--- src/rtl/idle_pd_pkg.sv ---
package idle_pd_pkg;

    // Filter state machine
    typedef enum logic [1:0] {
        FS_BUSY    = 2'd0,
        FS_COUNT   = 2'd1,
        FS_DONE    = 2'd2,
        FS_CLEARED = 2'd3
    } filt_state_t;

    // Power states; the code is what the host writes and reads back
    typedef enum logic [1:0] {
        PS_D0 = 2'b00,
        PS_D2 = 2'b10,
        PS_D3 = 2'b11
    } pwr_state_t;

    // Unsupported codes fall back to D0
    function automatic pwr_state_t decode_pstate(input logic [1:0] code);
        unique case (code)
            2'b10:   return PS_D2;
            2'b11:   return PS_D3;
            default: return PS_D0;
        endcase
    endfunction

endpackage

--- src/rtl/idle_pd_prescaler.sv ---
module idle_pd_prescaler #(
    parameter int PRESCALE = 4
) (
    input  logic clk,
    input  logic rst_n,
    input  logic run,
    output logic tick
);
    localparam int PRE_W = (PRESCALE > 1) ? $clog2(PRESCALE) : 1;

    generate
        if (PRESCALE <= 1) begin : g_direct
            assign tick = run;
        end else begin : g_div
            localparam logic [PRE_W-1:0] LAST = PRE_W'(PRESCALE - 1);
            logic [PRE_W-1:0] div_q;

            // Phase restarts whenever the timer is not running
            always_ff @(posedge clk) begin
                if (!rst_n || !run) begin
                    div_q <= '0;
                end else if (div_q == LAST) begin
                    div_q <= '0;
                end else begin
                    div_q <= div_q + PRE_W'(1);
                end
            end

            assign tick = run && (div_q == LAST);
        end
    endgenerate

endmodule

--- src/rtl/idle_pd_filter.sv ---
module idle_pd_filter
    import idle_pd_pkg::*;
#(
    parameter int SEL_W    = 3,
    parameter int BASE_EXP = 4,
    parameter int PRESCALE = 4
) (
    input  logic             clk,
    input  logic             rst_n,
    input  logic             joint_idle,
    input  logic [SEL_W-1:0] filt_sel,
    input  logic             sts_clr,
    output logic             pd_status
);
    // Widest period is 2^(BASE_EXP + 2^SEL_W - 1) ticks
    localparam int CNT_W = BASE_EXP + (1 << SEL_W) - 1;

    filt_state_t      state_q, state_d;
    logic [CNT_W-1:0] cnt_q;
    logic [CNT_W-1:0] period_m1;
    logic [CNT_W:0]   one_sh;
    logic [7:0]       shamt;
    logic             tick;
    logic             expire;

    idle_pd_prescaler #(.PRESCALE(PRESCALE)) u_pre (
        .clk  (clk),
        .rst_n(rst_n),
        .run  (state_q == FS_COUNT),
        .tick (tick)
    );

    // Period in ticks minus one, from the select field
    always_comb begin
        shamt     = 8'(filt_sel) + 8'(BASE_EXP);
        one_sh    = (CNT_W+1)'(1) << shamt;
        period_m1 = CNT_W'(one_sh - (CNT_W+1)'(1));
    end

    assign expire = tick && (cnt_q == period_m1);

    // Next-state logic
    always_comb begin
        state_d = state_q;
        unique case (state_q)
            FS_BUSY:    if (joint_idle) state_d = FS_COUNT;
            FS_COUNT:   if (!joint_idle) state_d = FS_BUSY;
                        else if (expire) state_d = FS_DONE;
            FS_DONE:    if (!joint_idle) state_d = FS_BUSY;
                        else if (sts_clr) state_d = FS_CLEARED;
            FS_CLEARED: if (!joint_idle) state_d = FS_BUSY;
            default:    state_d = FS_BUSY;
        endcase
    end

    // State register
    always_ff @(posedge clk) begin
        if (!rst_n) state_q <= FS_BUSY;
        else        state_q <= state_d;
    end

    // Tick counter, cleared outside the counting state
    always_ff @(posedge clk) begin
        if (!rst_n || state_q != FS_COUNT) begin
            cnt_q <= '0;
        end else if (tick) begin
            cnt_q <= cnt_q + CNT_W'(1);
        end
    end

    // Outputs
    always_comb begin
        pd_status = (state_q == FS_DONE);
    end

    // activity always drops the status on the next edge
    p_activity_clears_r5: assert property (@(posedge clk) disable iff (!rst_n)
        !joint_idle |=> !pd_status);

    // a new quiet period counts from zero
    p_restart_zero_r3: assert property (@(posedge clk) disable iff (!rst_n)
        (state_q == FS_BUSY && joint_idle) |=> (state_q == FS_COUNT && cnt_q == '0));

    // the acknowledged state never re-raises while still quiet
    p_no_rearm_r5: assert property (@(posedge clk) disable iff (!rst_n)
        (state_q == FS_CLEARED && joint_idle) |=> !pd_status);

endmodule

--- src/rtl/idle_pd_power.sv ---
module idle_pd_power
    import idle_pd_pkg::*;
(
    input  logic       clk,
    input  logic       rst_n,
    input  logic       pstate_wr,
    input  logic [1:0] pstate_wdata,
    input  logic       pme_en,
    input  logic       any_active,
    output logic [1:0] pstate,
    output logic       low_pwr,
    output logic       pme_o
);
    pwr_state_t state_q, state_d;
    logic       pme_q, pme_d;

    // Next-state logic: only host writes move the state
    always_comb begin
        state_d = state_q;
        unique case (state_q)
            PS_D0, PS_D2, PS_D3: if (pstate_wr) state_d = decode_pstate(pstate_wdata);
            default:             state_d = PS_D0;
        endcase
    end

    // Wake request: arms in low power on activity, gated by its enable
    always_comb begin
        pme_d = pme_q;
        if (!pme_en || state_q == PS_D0) pme_d = 1'b0;
        else if (any_active)             pme_d = 1'b1;
    end

    // State register
    always_ff @(posedge clk) begin
        if (!rst_n) begin
            state_q <= PS_D0;
            pme_q   <= 1'b0;
        end else begin
            state_q <= state_d;
            pme_q   <= pme_d;
        end
    end

    // Outputs
    always_comb begin
        pstate  = state_q;
        low_pwr = (state_q != PS_D0);
        pme_o   = pme_q;
    end

    // no write, no state change
    p_state_hold_r6: assert property (@(posedge clk) disable iff (!rst_n)
        !pstate_wr |=> $stable(state_q));

    // wake output falls once its enable is low
    p_pme_gate_r9: assert property (@(posedge clk) disable iff (!rst_n)
        !pme_en |=> !pme_o);

endmodule

--- src/rtl/idle_pd_ctrl.sv ---
module idle_pd_ctrl
    import idle_pd_pkg::*;
#(
    parameter int NUM_CH   = 2,
    parameter int SEL_W    = 3,
    parameter int BASE_EXP = 4,
    parameter int PRESCALE = 4
) (
    input  logic              clk,
    input  logic              rst_n,
    input  logic [NUM_CH-1:0] ch_irq_pend,
    input  logic [NUM_CH-1:0] ch_tx_idle,
    input  logic [NUM_CH-1:0] ch_rx_idle,
    input  logic [SEL_W-1:0]  filt_sel,
    input  logic              pd_irq_en,
    input  logic              sts_clr,
    input  logic              pstate_wr,
    input  logic [1:0]        pstate_wdata,
    input  logic              pme_en,
    output logic              pd_status,
    output logic              pd_irq,
    output logic              ch_clk_en,
    output logic              irq_mask,
    output logic              bar_en,
    output logic [1:0]        pstate,
    output logic              pme_o
);
    logic [NUM_CH-1:0] ch_quiet;
    logic              joint_idle;
    logic              low_pwr;

    // Per-channel quiet detection
    generate
        for (genvar i = 0; i < NUM_CH; i++) begin : g_ch
            assign ch_quiet[i] = !ch_irq_pend[i] && ch_tx_idle[i] && ch_rx_idle[i];
        end
    endgenerate

    assign joint_idle = &ch_quiet;

    idle_pd_filter #(
        .SEL_W   (SEL_W),
        .BASE_EXP(BASE_EXP),
        .PRESCALE(PRESCALE)
    ) u_filter (
        .clk       (clk),
        .rst_n     (rst_n),
        .joint_idle(joint_idle),
        .filt_sel  (filt_sel),
        .sts_clr   (sts_clr),
        .pd_status (pd_status)
    );

    idle_pd_power u_power (
        .clk         (clk),
        .rst_n       (rst_n),
        .pstate_wr   (pstate_wr),
        .pstate_wdata(pstate_wdata),
        .pme_en      (pme_en),
        .any_active  (!joint_idle),
        .pstate      (pstate),
        .low_pwr     (low_pwr),
        .pme_o       (pme_o)
    );

    // Low-power gating of clock, interrupts and decode
    always_comb begin
        ch_clk_en = !low_pwr;
        irq_mask  = low_pwr;
        bar_en    = !low_pwr;
        pd_irq    = pd_status && pd_irq_en && !low_pwr;
    end

    // all low-power gates move together
    p_lowpwr_gates_r7: assert property (@(posedge clk) disable iff (!rst_n)
        !ch_clk_en |-> (irq_mask && !bar_en && !pd_irq));

endmodule

--- config.mk ---
export PLATFORM = sky130hd
export DESIGN_NAME = idle_pd_ctrl
export DESIGN_NICKNAME = d
export VERILOG_FILES = /design/src/rtl/idle_pd_pkg.sv /design/src/rtl/idle_pd_prescaler.sv /design/src/rtl/idle_pd_filter.sv /design/src/rtl/idle_pd_power.sv /design/src/rtl/idle_pd_ctrl.sv
export SDC_FILE = /design/constraint.sdc
export NUM_CORES = 1
export LEC_CHECK = 0
export ABC_AREA = 1
export BUFFER_PORTS_ARGS = -buffer_cell sky130_fd_sc_hd__buf_2
export CORE_AREA = 2 2 52 54
export DETAILED_ROUTE_END_ITERATION = 6
export DIE_AREA = 0 0 54 56
export HOLD_SLACK_MARGIN = 0.12
export PLACE_DENSITY = 0.72
export SYNTH_ARGS = -nofsm -noshare
export SYNTH_HDL_FRONTEND = slang
export SYNTH_SLANG_ARGS = --single-unit
export TNS_END_PERCENT = 5
--- constraint.sdc ---
create_clock -name clk -period 1.5 [get_ports clk]
set_input_delay 0.3 -clock clk [delete_from_list [all_inputs] [get_ports clk]]
set_output_delay 0.3 -clock clk [all_outputs]
set_load 0.01 [all_outputs]
Yosys cells after proc, flatten, opt, wreduce, memory -nomap -nowiden. Cells that the tools add are included.

Bitwise operators: 1. Multiplexer cells: 8. Shift-type cells: 1. Equality and inequality tests: 14. Reductions and logical operators: 26. Add/sub/neg operators: 4.

Operator list (count): $eq 2x2->1 const B (7); $mux 2 (6); $add 11x1->11 const B (1); $eq 11x11->1 (1); $shl 1x8->11 const A (1); $sub 11x1->11 const B (1); $logic_and 1x1->1 (8); $pmux 2 s4 (1); $logic_not 1->1 (6); $ne 3x3->1 const B (2); $add 3x3->4 const B (1); $logic_not 2->1 (2); $ne 2x1->1 const B (2); $pmux 2 s2 (1); $reduce_and 2->1 (2); $reduce_and 4->1 (1); $reduce_or 2->1 (2); $logic_or 1x1->1 (3); $reduce_or 3->1 (1); $add 2x1->2 const B (1); $eq 2x1->1 const B (1); $ne 2x2->1 const B (1); $reduce_bool 2->1 (1); $not 1->1 (1).

Register bits: 18. Bits of input ports: 17.

Longest topological paths before layout.
Depth in word-level cells: 8. Mapped depth: 12.

Hierarchy. A second synthesis with hierarchy kept.

Cells, all modules: 173. Area total of the unflattened synthesis: 1092.3 sq um.

By module, submodules not included: idle_pd_filter (cells each 130, area an instance 814.5 sq um, times used 1); idle_pd_power (cells each 17, area an instance 125.1 sq um, times used 1); idle_pd_prescaler (cells each 10, area an instance 85.1 sq um, times used 1); idle_pd_ctrl (cells each 16, area an instance 67.6 sq um, times used 1).

Worst setup path after synthesis. OpenSTA, ideal clock, no wires.

Path kind: flip-flop to flip-flop. From: register u_filter.u_pre.g_div.div_q[0]. To: register u_filter.cnt_q[8]. Stages on the path, launching flop included: 9. Library setup time: 0.119 ns. Required time: 1.381 ns. Data arrival time: 1.249 ns. Path buffers: 0. Clock period less this slack: 1.367 ns. Setup slack: 0.133 ns. Path through: dfxtp_1 ha_1 nand3_4 nor3_2 nand2_1 nor2_2 nand2_1 o21ai_1 a21oi_1.

Word-level cells in the longest chain between the ends: 2.

Ends and longest elaborated chain: from (decl) (line idle_pd_prescaler.sv:16) `logic [PRE_W-1:0] div_q;`; from (signal assigned) (line idle_pd_prescaler.sv:25) `div_q <= div_q + PRE_W'(1);`; $eq 2x2->1 (line idle_pd_prescaler.sv:29) `assign tick = run && (div_q == LAST);`; $logic_and 1x1->1 (line idle_pd_prescaler.sv:29); to (signal assigned) (line idle_pd_filter.sv:67) `cnt_q <= cnt_q + CNT_W'(1);`; to (decl) (line idle_pd_filter.sv:19) `logic [CNT_W-1:0] cnt_q;`.

Every way passes these cells. A chain may end at the register's enable or synchronous reset.

Worst setup path in the final report. Same ends and word-level chain as after synthesis.

==> run_results.csv <==
group,metric,value,unit
run_status,status,"complete, no violations",
global_route,grt_max_degree,11,
sta,setup_viol_count_final,0,
global_route,grt_pass1_vias,1018,
yosys,synth_seq_cells,18,
placement,post-dp-hpwl,1960,µm
setup_path,crit_buf_inv,0,
sta,report.final.slew_viol_count,0,
placement,gp_congestion,0.839,
yosys,synth.top_cells.by_count,"sky130_fd_sc_hd__nand2_1 (47), sky130_fd_sc_hd__inv_1 (31), sky130_fd_sc_hd__nor2_1 (21)",
yosys,post-synth-top-area-fraction,33.0,%
setup_path,worst-endpoint-required,1.69,ns
layout,nNetsFinal,226,
worst_hold_path,timing.hold.worst.start,"pstate_wdata[0]",
clocking,cts_tree,"done",
pwr,power_leakage,0.000642,µW
sta,max-slew-margin-rel,82.4,%
placement,port_buffers,24,
setup_path,crit_path_cell_trace,"ha_4 -> nand3_4 -> nor3_4 -> nand2_2 -> nor2_4 -> nand2_1 -> o21ai_1 -> a21oi_1",
global_route,antenna_found_initial,0,
sta,fin_worst_skew,0.00243,ns
yosys,postSynth.asyncResetShare,0,%
detailed_routing,detailroute.via_count,1152,
setup_path,cp_slowest_cell,"sky130_fd_sc_hd__dfxtp_2",
floorplan,dieArea,3020,µm²
detailed_routing,drc,0,
floorplan,ios,25,
detailed_routing,dr.max_layer_used,"met4",
setup_path,r2r_start,"u_filter.u_pre.g_div.div_q[0]",
clocking,cts_buffer_count,3,
floorplan,floorplan.core_area,2430,µm²
yosys,count_of_flip_flops_with_a_built_in_enable_after_synthesis,0,
detailed_routing,detailroute.wirelength.met2,1260,µm
detailed_routing,drt_first_pass_iters,5,
setup_path,worstRegToRegCells,8,
sta,worst_slack,0.0700,ns
setup_path,path_depth,8,
sta,rsz0062_at_grt,"true",
sta,timing_hold_violations_final,0,
yosys,yosys.cell_count.top_type,"sky130_fd_sc_hd__nand2_1",
global_route,grt_first_pass_wirelength,4070,µm
floorplan,initial_utilization,44.9,%
setup_path,max_incr_delay_on_cp,0.37,ns
detailed_routing,dr_wl_met3,82,µm
yosys,synth_area_leaders,"sky130_fd_sc_hd__dfxtp_1 (33%), sky130_fd_sc_hd__nand2_1 (16%), sky130_fd_sc_hd__inv_1 (11%)",
global_route,grt-ovfl-total,0,
detailed_routing,first_iter_violations,33,
detailed_routing,totalWireLength,2530,µm
detailed_routing,route.detailed.vias_per_inst,4.90,
layout,areaGrowthSynthToFinish,21.4,%
detailed_routing,antenna_left,0,
sta,worst-slew-pin-transition,0.261,ns
sta,post-route-period-util,95.3,%
floorplan,rows,18,
global_route,global_route.usage.total,17.6,%
run,maxCapViolations,0,
yosys,synth_sequential_area_ratio,33.0,%
setup_path,critical_path.max_fanout,7,
placement,worst_slack_at_placement,0.0311,ns
placement,placed_cells,230,
setup_path,critPathLaunch,"u_filter.u_pre.g_div.div_q[0]",
sta,maximum_clock_frequency,699,MHz
pwr,ir_drop,0.606,mV
layout,num_antenna_cells,0,
yosys,postSynthNetCount,196,
yosys,syn_area_per_cell,6.21,µm²
sta,layout_min_cycle_time,1.43,ns
clocking,cts_sinks,18,
floorplan,die_w,54,µm
pwr,total_power_divided_by_cell_area,852,nW/µm²
yosys,synth_warnings,0,
detailed_routing,drt-wirelength-per-cell,10.7,µm
yosys,mappedNetlistArea,1090,µm²
yosys,synth_cells,176,
clocking,max-clock-path-buffers,2,
clocking,insertion_delay,0.29,ns
clocking,worst_setup_hold_path_clk_slew,0.10,ns
sta,worst_hold_slack,0.250,ns
layout,final_cell_count_no_fill,235,
worst_hold_path,hp-class,"input port to flop",
detailed_routing,met1_length,1150,µm
floorplan,fp.dieH,56,µm
yosys,synthDominantAreaCellType,"sky130_fd_sc_hd__dfxtp_1",
setup_path,crit_path_start_kind,"flop",
setup_path,cp-end-kind,"flop",
setup_path,criticalPathCategory,"flop to flop",
layout,drive_gt1_share,22.9,%
setup_path,path_delay_family,"simple AND/OR/NAND/NOR gates",
setup_path,arrival_worst_endpoint,1.62,ns
yosys,synth.lib_cells_used.distinct,22,
yosys,ys_dominant_reg_cell,"sky130_fd_sc_hd__dfxtp_1",
worst_hold_path,worst_hold_path.num_cells,3,
clocking,cts-root-buf,"sky130_fd_sc_hd__clkbuf_4",
clocking,cts.htree.levels,1,
final timing paths:
path | to | slack (ns)
worst min register to register | u_filter.u_pre.g_div.div_q[0] | 0.45
worst max-delay path | u_filter.cnt_q[8] | 0.07
worst min-delay path | u_power.pstate[0] | 0.25
worst max register to register | u_filter.cnt_q[8] | 0.07
kinds of logic after synthesis:
logic type,count (synthesis),synth area share (%)
AND/OR/NAND/NOR,96,39.5
buffers and inverters,35,12.4
AO/OA/AOI/OAI,23,10.9
flip-flops,18,33.0
adder cells (fa/ha/maj),3,3.44
XOR/XNOR,1,0.802
power by group:
group / internal (µW) / switching (µW)
Clock: 148 / 149
Combinational: 101 / 181
Sequential: 513 / 37.3
Total: 762 / 368
routing by layer:
metal  vias up  track usage, %
met5         -               0
met1       522            21.5
met3         4            4.03
met4         0            5.71
li1        605               -
met2        21            29.4
state kept, by name, indices dropped and copies added, names as in the netlist:
name / flops
u_power.pme_o: 1
u_filter.cnt_q: 11
u_filter.u_pre.g_div.div_q: 2
u_filter.state_q: 2
u_power.pstate: 2
what timing repair did:
item / CTS / global route
hold buffers: 0 / 0
setup buffers: 0 / 1
setup endpoints to repair: 0 / 9
gates resized for setup: 0 / 10
area by class of cell:
| cell class | instances | area (µm²) |
|---|---|---|
| fillers | 244 | 1110 |
| multi-input cells | 123 | 623 |
| flip-flops and latches | 18 | 367 |
| repair buffers | 26 | 135 |
| inverters | 34 | 128 |
| well taps | 30 | 37.5 |
| clock buffers | 4 | 36.3 |
placed cells by master, fill, tap and decap left out, drive strengths merged:
master and n:
nand4 1, and3 1, clkbuf 4, nand3 14, xor2 1, nor2 25
inv 34, o2111ai 1, o21ai 11, dfxtp 18, nor3 5, nor3b 2
nand2 48, a21oi 11, ha 3, buf 26
through the flow:
step	TNS, ns	area [µm²]	total power (µW)	utilization [%]
6_report	0	1330	1130	54.5
5_1_grt	-0.0615	1330	1200	54.5
4_1_cts	0	1290	1120	52.9
3_5_place_dp	0	1250	825	51.4
3_3_place_gp	0	1250	819	51.4
2_1_floorplan	0	1090	741	-
tightest hold or removal path, delay by kind of cell:
kind,cells,cell delay [ns]
AOI/OAI and AO/OA,1,0.05
buffers and inverters,1,0.10
and+or+nand+nor,1,0.05
(Power assumes the default switching activity.)
